**src/rtl/rtc_pram_pkg.sv**
```systemverilog
package rtc_pram_pkg;
  localparam int BYTE_W    = 8;
  localparam int SECT_W    = 3;
  localparam int OFS_W     = 5;
  localparam int SEL_W     = 5;
  localparam int SEC_BYTES = 4;

  typedef enum logic [2:0] {
    K_SEC, K_TEST, K_WP, K_RAM, K_EXT, K_BAD
  } cmd_kind_e;

  typedef enum logic [2:0] {
    PH_CMD, PH_PARAM, PH_DATA, PH_READ, PH_ABORT
  } phase_e;

  typedef struct packed {
    cmd_kind_e        kind;
    logic             rd;
    logic [SEL_W-1:0] sel;
  } cmd_t;
endpackage

```
**src/rtl/rtc_bit_shifter.sv**
```systemverilog
module rtc_bit_shifter
  import rtc_pram_pkg::*;
#(
  parameter int W = BYTE_W
) (
  input  logic         clk,
  input  logic         rst_n,
  input  logic         sel_n,
  input  logic         sclk,
  input  logic         sdata_in,
  input  logic         drive,
  input  logic         load,
  input  logic [W-1:0] load_byte,
  output logic         byte_valid,
  output logic [W-1:0] rx_byte,
  output logic         sdata_out
);
  localparam int CW = $clog2(W);

  logic          sclk_q;
  logic [CW-1:0] bit_cnt;
  logic [W-1:0]  tx_sr;
  logic          rise, fall;

  assign rise = sclk & ~sclk_q;
  assign fall = ~sclk & sclk_q;

  always_ff @(posedge clk) begin
    if (!rst_n) begin
      sclk_q     <= 1'b0;
      bit_cnt    <= '0;
      rx_byte    <= '0;
      byte_valid <= 1'b0;
      tx_sr      <= '0;
      sdata_out  <= 1'b0;
    end else begin
      sclk_q     <= sclk;
      byte_valid <= 1'b0;
      if (sel_n) begin
        bit_cnt <= '0;
      end else if (rise && !drive) begin
        rx_byte <= {rx_byte[W-2:0], sdata_in};
        bit_cnt <= bit_cnt + CW'(1);
        if (bit_cnt == CW'(W-1)) byte_valid <= 1'b1;
      end
      if (load) begin
        tx_sr <= load_byte;
      end else if (fall && drive && !sel_n) begin
        sdata_out <= tx_sr[W-1];
        tx_sr     <= {tx_sr[W-2:0], tx_sr[W-1]};
      end
    end
  end

  AST_BITCNT_CLEAR: assert property (@(posedge clk) disable iff (!rst_n)
    sel_n |=> bit_cnt == '0) else $error("bit count kept across deselect");
  AST_NO_RX_WHILE_TX: assert property (@(posedge clk) disable iff (!rst_n)
    drive |=> !byte_valid) else $error("byte received while driving");
endmodule

```
**src/rtl/rtc_cmd_decode.sv**
```systemverilog
module rtc_cmd_decode
  import rtc_pram_pkg::*;
(
  input  logic [BYTE_W-1:0] cmd_byte,
  output cmd_t              dec
);
  always_comb begin
    dec.rd   = cmd_byte[7];
    dec.sel  = '0;
    dec.kind = K_BAD;
    if (cmd_byte[6:3] == 4'b0111) begin
      dec.kind = K_EXT;
      dec.sel  = SEL_W'(cmd_byte[2:0]);
    end else if (cmd_byte[1:0] == 2'b01) begin
      if (cmd_byte[6:4] == 3'b000) begin
        dec.kind = K_SEC;
        dec.sel  = SEL_W'(cmd_byte[3:2]);
      end else if (cmd_byte[6:0] == 7'h31) begin
        dec.kind = cmd_byte[7] ? K_BAD : K_TEST;
      end else if (cmd_byte[6:0] == 7'h35) begin
        dec.kind = cmd_byte[7] ? K_BAD : K_WP;
      end else if (cmd_byte[6:4] == 3'b010) begin
        dec.kind = K_RAM;
        dec.sel  = {3'b100, cmd_byte[3:2]};
      end else if (cmd_byte[6]) begin
        dec.kind = K_RAM;
        dec.sel  = {1'b0, cmd_byte[5:2]};
      end
    end
  end
endmodule

```
**src/rtl/rtc_seconds.sv**
```systemverilog
module rtc_seconds
  import rtc_pram_pkg::*;
#(
  parameter int              NBYTES = SEC_BYTES,
  parameter int              W      = BYTE_W,
  parameter logic [NBYTES*W-1:0] INIT = '0
) (
  input  logic                      clk,
  input  logic                      rst_n,
  input  logic                      tick,
  input  logic                      wr_en,
  input  logic [$clog2(NBYTES)-1:0] wr_sel,
  input  logic [W-1:0]              wr_byte,
  input  logic [$clog2(NBYTES)-1:0] rd_sel,
  output logic [W-1:0]              rd_byte
);
  localparam int CNT_W = NBYTES * W;
  localparam int SW    = $clog2(NBYTES);

  logic [CNT_W-1:0] cnt_q, cnt_inc, cnt_d;

  assign cnt_inc = cnt_q + CNT_W'(tick);

  for (genvar b = 0; b < NBYTES; b++) begin : g_byte
    assign cnt_d[b*W +: W] = (wr_en && wr_sel == SW'(b)) ? wr_byte : cnt_inc[b*W +: W];
  end

  assign rd_byte = cnt_q[rd_sel*W +: W];

  always_ff @(posedge clk) begin
    if (!rst_n) cnt_q <= INIT;
    else        cnt_q <= cnt_d;
  end

  AST_SEC_STEP: assert property (@(posedge clk) disable iff (!rst_n)
    tick && !wr_en |=> cnt_q == $past(cnt_q) + CNT_W'(1)) else $error("seconds step");
  AST_SEC_HOLD: assert property (@(posedge clk) disable iff (!rst_n)
    !tick && !wr_en |=> $stable(cnt_q)) else $error("seconds drift");
endmodule

```
**src/rtl/rtc_pram_store.sv**
```systemverilog
module rtc_pram_store
  import rtc_pram_pkg::*;
#(
  parameter int AW = SECT_W + OFS_W,
  parameter int W  = BYTE_W
) (
  input  logic          clk,
  input  logic          we,
  input  logic [AW-1:0] waddr,
  input  logic [W-1:0]  wdata,
  input  logic [AW-1:0] raddr,
  output logic [W-1:0]  rdata
);
  localparam int DEPTH = 1 << AW;

  logic [W-1:0] mem [DEPTH];

  always_ff @(posedge clk) begin
    if (we) mem[waddr] <= wdata;
  end

  assign rdata = mem[raddr];
endmodule

```
**src/rtl/rtc_pram_slave.sv**
```systemverilog
module rtc_pram_slave
  import rtc_pram_pkg::*;
#(
  parameter int                 SEC_W        = SEC_BYTES * BYTE_W,
  parameter logic [SEC_W-1:0]   INIT_SECONDS = '0
) (
  input  logic clk,
  input  logic rst_n,
  input  logic sel_n,
  input  logic sclk,
  input  logic sdata_in,
  input  logic tick_1hz,
  output logic sdata_out,
  output logic sdata_oe
);
  localparam int AW  = SECT_W + OFS_W;
  localparam int SSW = $clog2(SEC_BYTES);

  phase_e            phase_q, phase_d;
  cmd_t              cmd_q, cmd_d, dec;
  logic [AW-1:0]     idx_q, idx_d, ext_addr, rd_addr, ram_waddr;
  logic              wp_q, wp_d;
  logic              byte_valid, load_out, ram_we, sec_we, drive;
  logic [BYTE_W-1:0] in_byte, load_byte, ram_rdata, ram_wdata, sec_rbyte, sec_wdata;
  logic [SSW-1:0]    sec_wsel;

  assign drive    = (phase_q == PH_READ);
  assign sdata_oe = drive && !sel_n;

  rtc_bit_shifter #(.W(BYTE_W)) u_shift (
    .clk(clk), .rst_n(rst_n), .sel_n(sel_n), .sclk(sclk), .sdata_in(sdata_in),
    .drive(drive), .load(load_out), .load_byte(load_byte),
    .byte_valid(byte_valid), .rx_byte(in_byte), .sdata_out(sdata_out)
  );

  rtc_cmd_decode u_dec (.cmd_byte(in_byte), .dec(dec));

  rtc_seconds #(.NBYTES(SEC_BYTES), .W(BYTE_W), .INIT(INIT_SECONDS)) u_sec (
    .clk(clk), .rst_n(rst_n), .tick(tick_1hz),
    .wr_en(sec_we), .wr_sel(sec_wsel), .wr_byte(sec_wdata),
    .rd_sel(dec.sel[SSW-1:0]), .rd_byte(sec_rbyte)
  );

  rtc_pram_store #(.AW(AW), .W(BYTE_W)) u_ram (
    .clk(clk), .we(ram_we), .waddr(ram_waddr), .wdata(ram_wdata),
    .raddr(rd_addr), .rdata(ram_rdata)
  );

  always_comb begin
    phase_d   = phase_q;
    cmd_d     = cmd_q;
    idx_d     = idx_q;
    wp_d      = wp_q;
    ram_we    = 1'b0;
    ram_waddr = idx_q;
    ram_wdata = in_byte;
    sec_we    = 1'b0;
    sec_wsel  = cmd_q.sel[SSW-1:0];
    sec_wdata = in_byte;
    load_out  = 1'b0;
    ext_addr  = {cmd_q.sel[SECT_W-1:0], in_byte[OFS_W+1:2]};
    rd_addr   = (phase_q == PH_CMD) ? AW'(dec.sel) : ext_addr;
    load_byte = (phase_q == PH_CMD && dec.kind == K_SEC) ? sec_rbyte : ram_rdata;
    if (sel_n) begin
      phase_d = PH_CMD;
    end else if (byte_valid) begin
      case (phase_q)
        PH_CMD: begin
          cmd_d = dec;
          if (dec.kind == K_BAD) begin
            phase_d = PH_ABORT;
          end else if (dec.rd) begin
            if (dec.kind == K_EXT) begin
              phase_d = PH_PARAM;
            end else begin
              load_out = 1'b1;
              phase_d  = PH_READ;
            end
          end else if (wp_q && dec.kind != K_WP) begin
            phase_d = PH_ABORT;
          end else begin
            phase_d = PH_PARAM;
          end
        end
        PH_PARAM: begin
          phase_d = PH_CMD;
          case (cmd_q.kind)
            K_SEC: sec_we = 1'b1;
            K_WP:  wp_d   = in_byte[7];
            K_RAM: begin
              ram_we    = 1'b1;
              ram_waddr = AW'(cmd_q.sel);
            end
            K_EXT: begin
              idx_d = ext_addr;
              if (cmd_q.rd) begin
                load_out = 1'b1;
                phase_d  = PH_READ;
              end else begin
                phase_d = PH_DATA;
              end
            end
            default: ;
          endcase
        end
        PH_DATA: begin
          ram_we  = 1'b1;
          phase_d = PH_CMD;
        end
        default: ;
      endcase
    end
  end

  always_ff @(posedge clk) begin
    if (!rst_n) begin
      phase_q <= PH_CMD;
      cmd_q   <= '{kind: K_BAD, rd: 1'b0, sel: '0};
      idx_q   <= '0;
      wp_q    <= 1'b0;
    end else begin
      phase_q <= phase_d;
      cmd_q   <= cmd_d;
      idx_q   <= idx_d;
      wp_q    <= wp_d;
    end
  end

  AST_IDLE_ON_DESELECT: assert property (@(posedge clk) disable iff (!rst_n)
    sel_n |=> phase_q == PH_CMD && !sdata_oe) else $error("busy while deselected");
  AST_WP_GATES_RAM: assert property (@(posedge clk) disable iff (!rst_n)
    wp_q |-> !ram_we) else $error("memory written while protected");
  AST_WP_GATES_SEC: assert property (@(posedge clk) disable iff (!rst_n)
    wp_q |-> !sec_we) else $error("seconds written while protected");
  AST_ABORT_HOLDS: assert property (@(posedge clk) disable iff (!rst_n)
    phase_q == PH_ABORT && !sel_n |=> phase_q == PH_ABORT && !sdata_oe) else $error("left abort");
endmodule

```
**config.mk**
```make
export PLATFORM = sky130hd
export DESIGN_NAME = rtc_pram_slave
export DESIGN_NICKNAME = d
export VERILOG_FILES = /design/src/rtl/rtc_pram_pkg.sv /design/src/rtl/rtc_bit_shifter.sv /design/src/rtl/rtc_cmd_decode.sv /design/src/rtl/rtc_seconds.sv /design/src/rtl/rtc_pram_store.sv /design/src/rtl/rtc_pram_slave.sv
export SDC_FILE = /design/constraint.sdc
export NUM_CORES = 2
export LEC_CHECK = 0
export CAP_MARGIN = 0
export CORE_UTILIZATION = 45
export DETAILED_ROUTE_END_ITERATION = 12
export PLACE_DENSITY = 0.63
export SYNTH_ARGS = -nofsm -noshare
export SYNTH_HDL_FRONTEND = slang
export SYNTH_SLANG_ARGS = --single-unit
```
**constraint.sdc**
```tcl
create_clock -name clk -period 10.7 [get_ports clk]
set_clock_uncertainty 0.1 [all_clocks]
set_input_delay 1.07 -clock clk [delete_from_list [all_inputs] [get_ports clk]]
set_output_delay 1.07 -clock clk [all_outputs]
set_load 0.02 [all_outputs]
```
# Word-level counts from Yosys, hierarchy flattened
# Memories as Yosys holds them, arrays and structs flattened.
# Index checks and enable logic that the tools add are counted.
# classes
shift,1
bitwise_logic,8
n_eq_ne,18
n_mux,54
n_addsub,2
reduce_logical,27
# op_table
operator,n
2-to-1 mux 8 bit,12
2-to-1 mux 3 bit,12
adder 32 x 1 -> 32 bit,1
variable part select 32 x 6 -> 8 bit,1
2-to-1 mux 5 bit,6
2-to-1 mux 1 bit,18
equality test 3 x 2 -> 1 bit (second input constant),5
equality test 7 x 6 -> 1 bit (second input constant),2
equality test 3 bit (second input constant),4
logical NOT 3 bit,4
logical AND 1 bit,10
case mux 3 bit (3 select lines),1
AND reduction 4 bit,2
inverter 1 bit,6
AND reduction 2 bit,3
equality test 2 x 1 -> 1 bit (second input constant),2
equality test 2 bit (second input constant),2
equality test 4 x 3 -> 1 bit (second input constant),1
2-to-1 mux 2 bit,2
2-to-1 mux 4 bit,1
case mux 1 bit (2 select lines),2
adder 3 x 1 -> 3 bit (second input constant),1
equality test 3 x 1 -> 1 bit (second input constant),1
!= test 3 x 2 -> 1 bit (second input constant),1
other kinds (8),10
# word_totals
ramBits,2048
n_memories,1
output_inout_bits,2
register_bits,75
elab_cells,124
# memory_table
memory,depth,word_bits,rd,rd_clocked_by_memory_dff,write_ports,line_no,rtl
u_ram.mem,256,8,1,0,1,rtc_pram_store.sv:16,logic [W-1:0] mem [DEPTH];

# Depth between registers and ports, before layout
# logic_depth
word_depth,16
depth_mapped,16
mapped_depth_nobuf,11

# Hierarchy
# A second synthesis with hierarchy kept.
# hier_totals
hier_cells,4214
hier_area_um2,83669.0
# modules_own_cells
mod,cells_each,seq_area_each_um2,area_each_um2,instances
rtc_pram_store,3725,61499.0,79396.1,1
rtc_seconds,213,640.6,1909.3,1
rtc_pram_slave,153,420.4,1265.0,1
rtc_bit_shifter,94,440.4,908.4,1
rtc_cmd_decode,29,0.0,190.2,1

# Worst setup path before layout
# OpenSTA, ideal clock, no wires.
# synth_path
path_kind,register -> register
start,register u_shift.rx_byte[1]
end,register u_shift.tx_sr[2]
path_stages_with_launch,15
required_time_ns,10.453
setup_ns,0.147
setup_slack_ns,3.946
t_arrival_ns,6.507
cell_sequence,dfxtp_1 -> buf_2 -> nand4b_1 -> o211ai_1 -> and2_1 -> buf_2 -> buf_2 -> buf_2 -> buf_2 -> mux2i_1 -> o22ai_1 -> o21ai_0 -> o211ai_1 -> a2111oi_0 -> a41oi_1
# synth_between
elab_chain_len,14
word_cells_on_any_way,29
classes_between,5 x eq/ne; 1 x shift; 19 x mux; 3 x reduce/logical; 1 x memory
# synth_rtl
element,line_no,rtl
start: declaration,rtc_bit_shifter.sv:15,"output logic [W-1:0] rx_byte,"
start signal: assignment,rtc_bit_shifter.sv:42,"rx_byte <= {rx_byte[W-2:0], sdata_in};"
"parallel branches: the longest is 14 deep, another holds memory (256 x 8 bit)",-,
end signal: assignment,rtc_bit_shifter.sv:47,tx_sr <= load_byte;
end signal: assignment,rtc_bit_shifter.sv:50,"tx_sr <= {tx_sr[W-2:0], tx_sr[W-1]};"
end: declaration,rtc_bit_shifter.sv:22,logic [W-1:0] tx_sr;
# Parallel ways; which one is timed is not known.
# A chain may end at the register's enable or synchronous reset.

# Worst setup path after layout
# layout_path
start,register u_shift.rx_byte[5]
end,register u_shift.tx_sr[6]
# layout_between
elab_chain_len,15
word_cells_on_any_way,34
classes_between,6 x eq/ne; 1 x shift; 22 x mux; 4 x reduce/logical; 1 x memory
# layout_rtl
element
"parallel branches: the longest is 15 deep, another holds memory (256 x 8 bit)"
# Parallel ways; which one is timed is not known.

==> metrics.md <==
| Metric | Value |
|---|---|
| Hold Path Stages | 2 |
| CTS buffer count | 210 |
| Nets@finish | 6206 |
| HPWL after DPL | 163200 um |
| Post-synthesis sequential area ratio | 74.15% |
| Final Hold Slack | 401.0 ps |
| Setup TNS | 0 ps |
| Post-route clock period utilization | 68.84% |
| Drt pass-1 iters | 10 |
| Area of the multi-input gates | 20260 sq um |
| Largest net degree at the start of global routing | 201 |
| Commonest non-fill, non-tap cell in the layout | edfxtp_1 |
| Max VDD drop | 0.0001859 V |
| Startpoint types | flop |
| Reg clk slew, reported paths | 60 ps |
| Final wirelength | 271200 um |
| Global-route wire length before repair | 381600 um |
| Max FO, Critical Path | 118 |
| Worst slew pin tran | 1367 ps |
| Worst path bufs/invs | 4 |
| Antenna-violating nets left | 0 |
| Pre-CTS setup slack | 3511 ps |
| Placed insts | 8479 |
| Io pins | 8 |
| R2R Setup Slk | 3330 ps |
| Critical-path cell list | buf_4 -> and4b_1 -> a31oi_1 -> or2_4 -> buf_12 -> nand2_4 -> buf_4 -> a21oi_1 -> nor4_1 -> o22ai_1 -> nor4_1 -> nor4bb_2 -> buf_4 -> a31oi_1 |
| Final worst setup slack | 3334 ps |
| Crit Path Category | flop to flop |
| Placement Cell Area | 87600 sq um |
| CP delay by family, top | simple AND/OR/NAND/NOR gates |
| Fmax | 0.1358 GHz |
| Vias in the first global route | 51620 |
| Worst-Skew Late Latency | 880 ps |
| Fin cells | 8874 |
| Worst hold path startpoint | cmd_q[5] |
| Initial Util | 45.29% |
| Cells after synthesis | 6252 |
| FF-to-FF End | u_shift.tx_sr[6] |
| HP Class | flop to flop |
| Pwr per Cell Area | 173.1 nW/um^2 |
| Avg Inst Size Synth | 13.59 sq um |
| CP Capture Type | flop |
| Worst EP required | 11350 ps |
| DRC viols | 0 |
| CTS tree | built |
| Flop and latch count out of synthesis | 2123 |
| RSZ-0062 raised after global routing | false |
| Initial antenna violation count | 16 |
| EDFF count, synth | 2048 |
| Share of cells above drive strength 1 | 7.939% |
| Die Span Y | 436.5 um |
| Status | finished, final reports clean |
| Reg-to-reg startpoint | u_shift.rx_byte[5] |
| Final slew viol count | 0 |
| # fillers | 15640 |
| Tot Pwr | 16.35 mW |
| Die area | 190600 sq um |
| Syn Std Cell Area | 84970 sq um |
| Routed vias | 55270 |
| # clock sinks | 2123 |
| Endpoints failing hold | 0 |
| CP max stage cell | nor4_1 |
| Yosys cell types | 77 |
| Worst endpoint data arrival time | 8020 ps |
| GRT Total Usage | 27.85% |
| Iteration-0 DRC Markers | 8226 |
| Max cap viols | 0 |
| Hold_buf cts | 0 |
| GP Congestion | 0.9642 |
| Root buffer cell | clkbuf_16 |
| Post-layout util | 50.34% |
| Wire length per cell | 30.56 um |
| Slew headroom | 8.146% |
| CP peak stage delay | 1000 ps |
| Leading cell types in the layout, fill and taps excluded | 2048 x edfxtp_1, 1479 x nand2_1, 484 x nand3_1, 323 x nor2_1, 264 x mux2i_1 |
| Grt ovf | 0 |
| Cell mode on critical path | buf_4 |
| Yosys top cell area share | 72.38% |
| Syn_nets | 6262 |
| Post-synth top flop | edfxtp_1 |
| Hold path endpoint | cmd_q[5] |
| Final min period | 7366 ps |
| Pleak | 30.55 nW |
| Post-synth ARST share | 0% |
| Register area | 63030 sq um |
| Yosys warnings | 0 |
| Via density | 6.228 |
| Post-cts gate resize count | 0 |
| Finished Cell Area | 94430 sq um |
| Clock Path Buffers | 3 |
| IO buf count | 7 |
| Htree depth | 4 |
| R2R cell count | 14 |
| Final setup fails | 0 |
| Area of the core | 187600 sq um |
| Synth area leaders | edfxtp_1 72%, nand2_1 6.5%, mux2i_1 3.1%, nand3_1 2.9%, dfxtp_1 1.8% |
| Area delta synth->final | 11.13% |
| Row count | 159 |
| Post-synth top area cell | edfxtp_1 |
| Die width | 436.5 um |
| Post-CTS setup buffer count | 0 |
-- cell usage after synthesis, types with 84 or more instances --
master and number:
a31oi_1 175, mux2i_1 264, nor2_1 326, nand3_1 484, o21ai_0 84, a21oi_1 147, clkbuf_1 160, edfxtp_1 2048
o22ai_1 108, nand4_1 99, nand2_1 1482, buf_2 173
-- logic make-up (layout without fill, tap and decap cells) --
logic type | Yosys count | after routing | synth area share [%]
buffers and inverters | 411 | 533 | 2.207
XOR/XNOR | 29 | 29 | 0.2989
adder cells (fa/ha/maj) | 4 | 4 | 0.05890
AO/OA/AOI/OAI | 776 | 776 | 6.061
multiplexers | 295 | 295 | 3.932
AND/OR/NAND/NOR | 2614 | 2614 | 13.30
other | 0 | 5 | 0
flip-flops | 2123 | 2123 | 74.15
-- metal layers --
metal  vias to the layer above  track usage [%]  share of wire, %
li1                      23270                -                 -
met1                     27770            37.60                38
met2                      3546            41.15                44
met3                       670            7.489                13
met4                        12            14.69               5.8
met5                         -           0.5040             0.079
-- cell type report --
class | count | area share, %
Sequential cell | 2123 | 66.75
Multi-Input combinational cell | 3718 | 21.45
Clock buffer | 264 | 5.833
Tap cell | 2495 | 3.306
Clock inverter | 126 | 1.385
Timing Repair Buffer | 134 | 1.224
Inverter | 9 | 0.03578
Antenna cell | 5 | 0.01325
-- power breakdown --
group	total [mW]	internal, mW	switching (mW)
clock network	7.31	4.06	3.25
logic	0.0448	0.00999	0.0348
registers	8.99	8.98	0.00527
-- worst min-delay path, stage by stage, from the launching register on --
cell and delay (ps):
dfxtp_1 310, nand2_1 60, a21boi_0 80
-- worst max-delay path by stage --
stage | endpoint | start | depth (start not counted)
3_3_place_gp | u_shift.tx_sr[6] | u_shift.rx_byte[5] | 13
3_5_place_dp | u_shift.tx_sr[5] | u_shift.rx_byte[5] | 14
4_1_cts | u_shift.tx_sr[5] | u_shift.rx_byte[5] | 14
5_1_grt | u_shift.tx_sr[5] | u_shift.rx_byte[5] | 14
2_1_floorplan | u_shift.tx_sr[2] | u_shift.rx_byte[1] | 14
6_report | u_shift.tx_sr[6] | u_shift.rx_byte[5] | 14
-- flip-flops by register name, indices dropped and copies added, names as in the netlist, 3 cells and up --
name             flops
u_ram.mem         2048
u_sec.cnt_q         32
cmd_q                9
idx_q                8
u_shift.rx_byte      8
u_shift.tx_sr        8
phase_q              3
u_shift.bit_cnt      3
No activity file was read; power rests on OpenSTA's default activity.
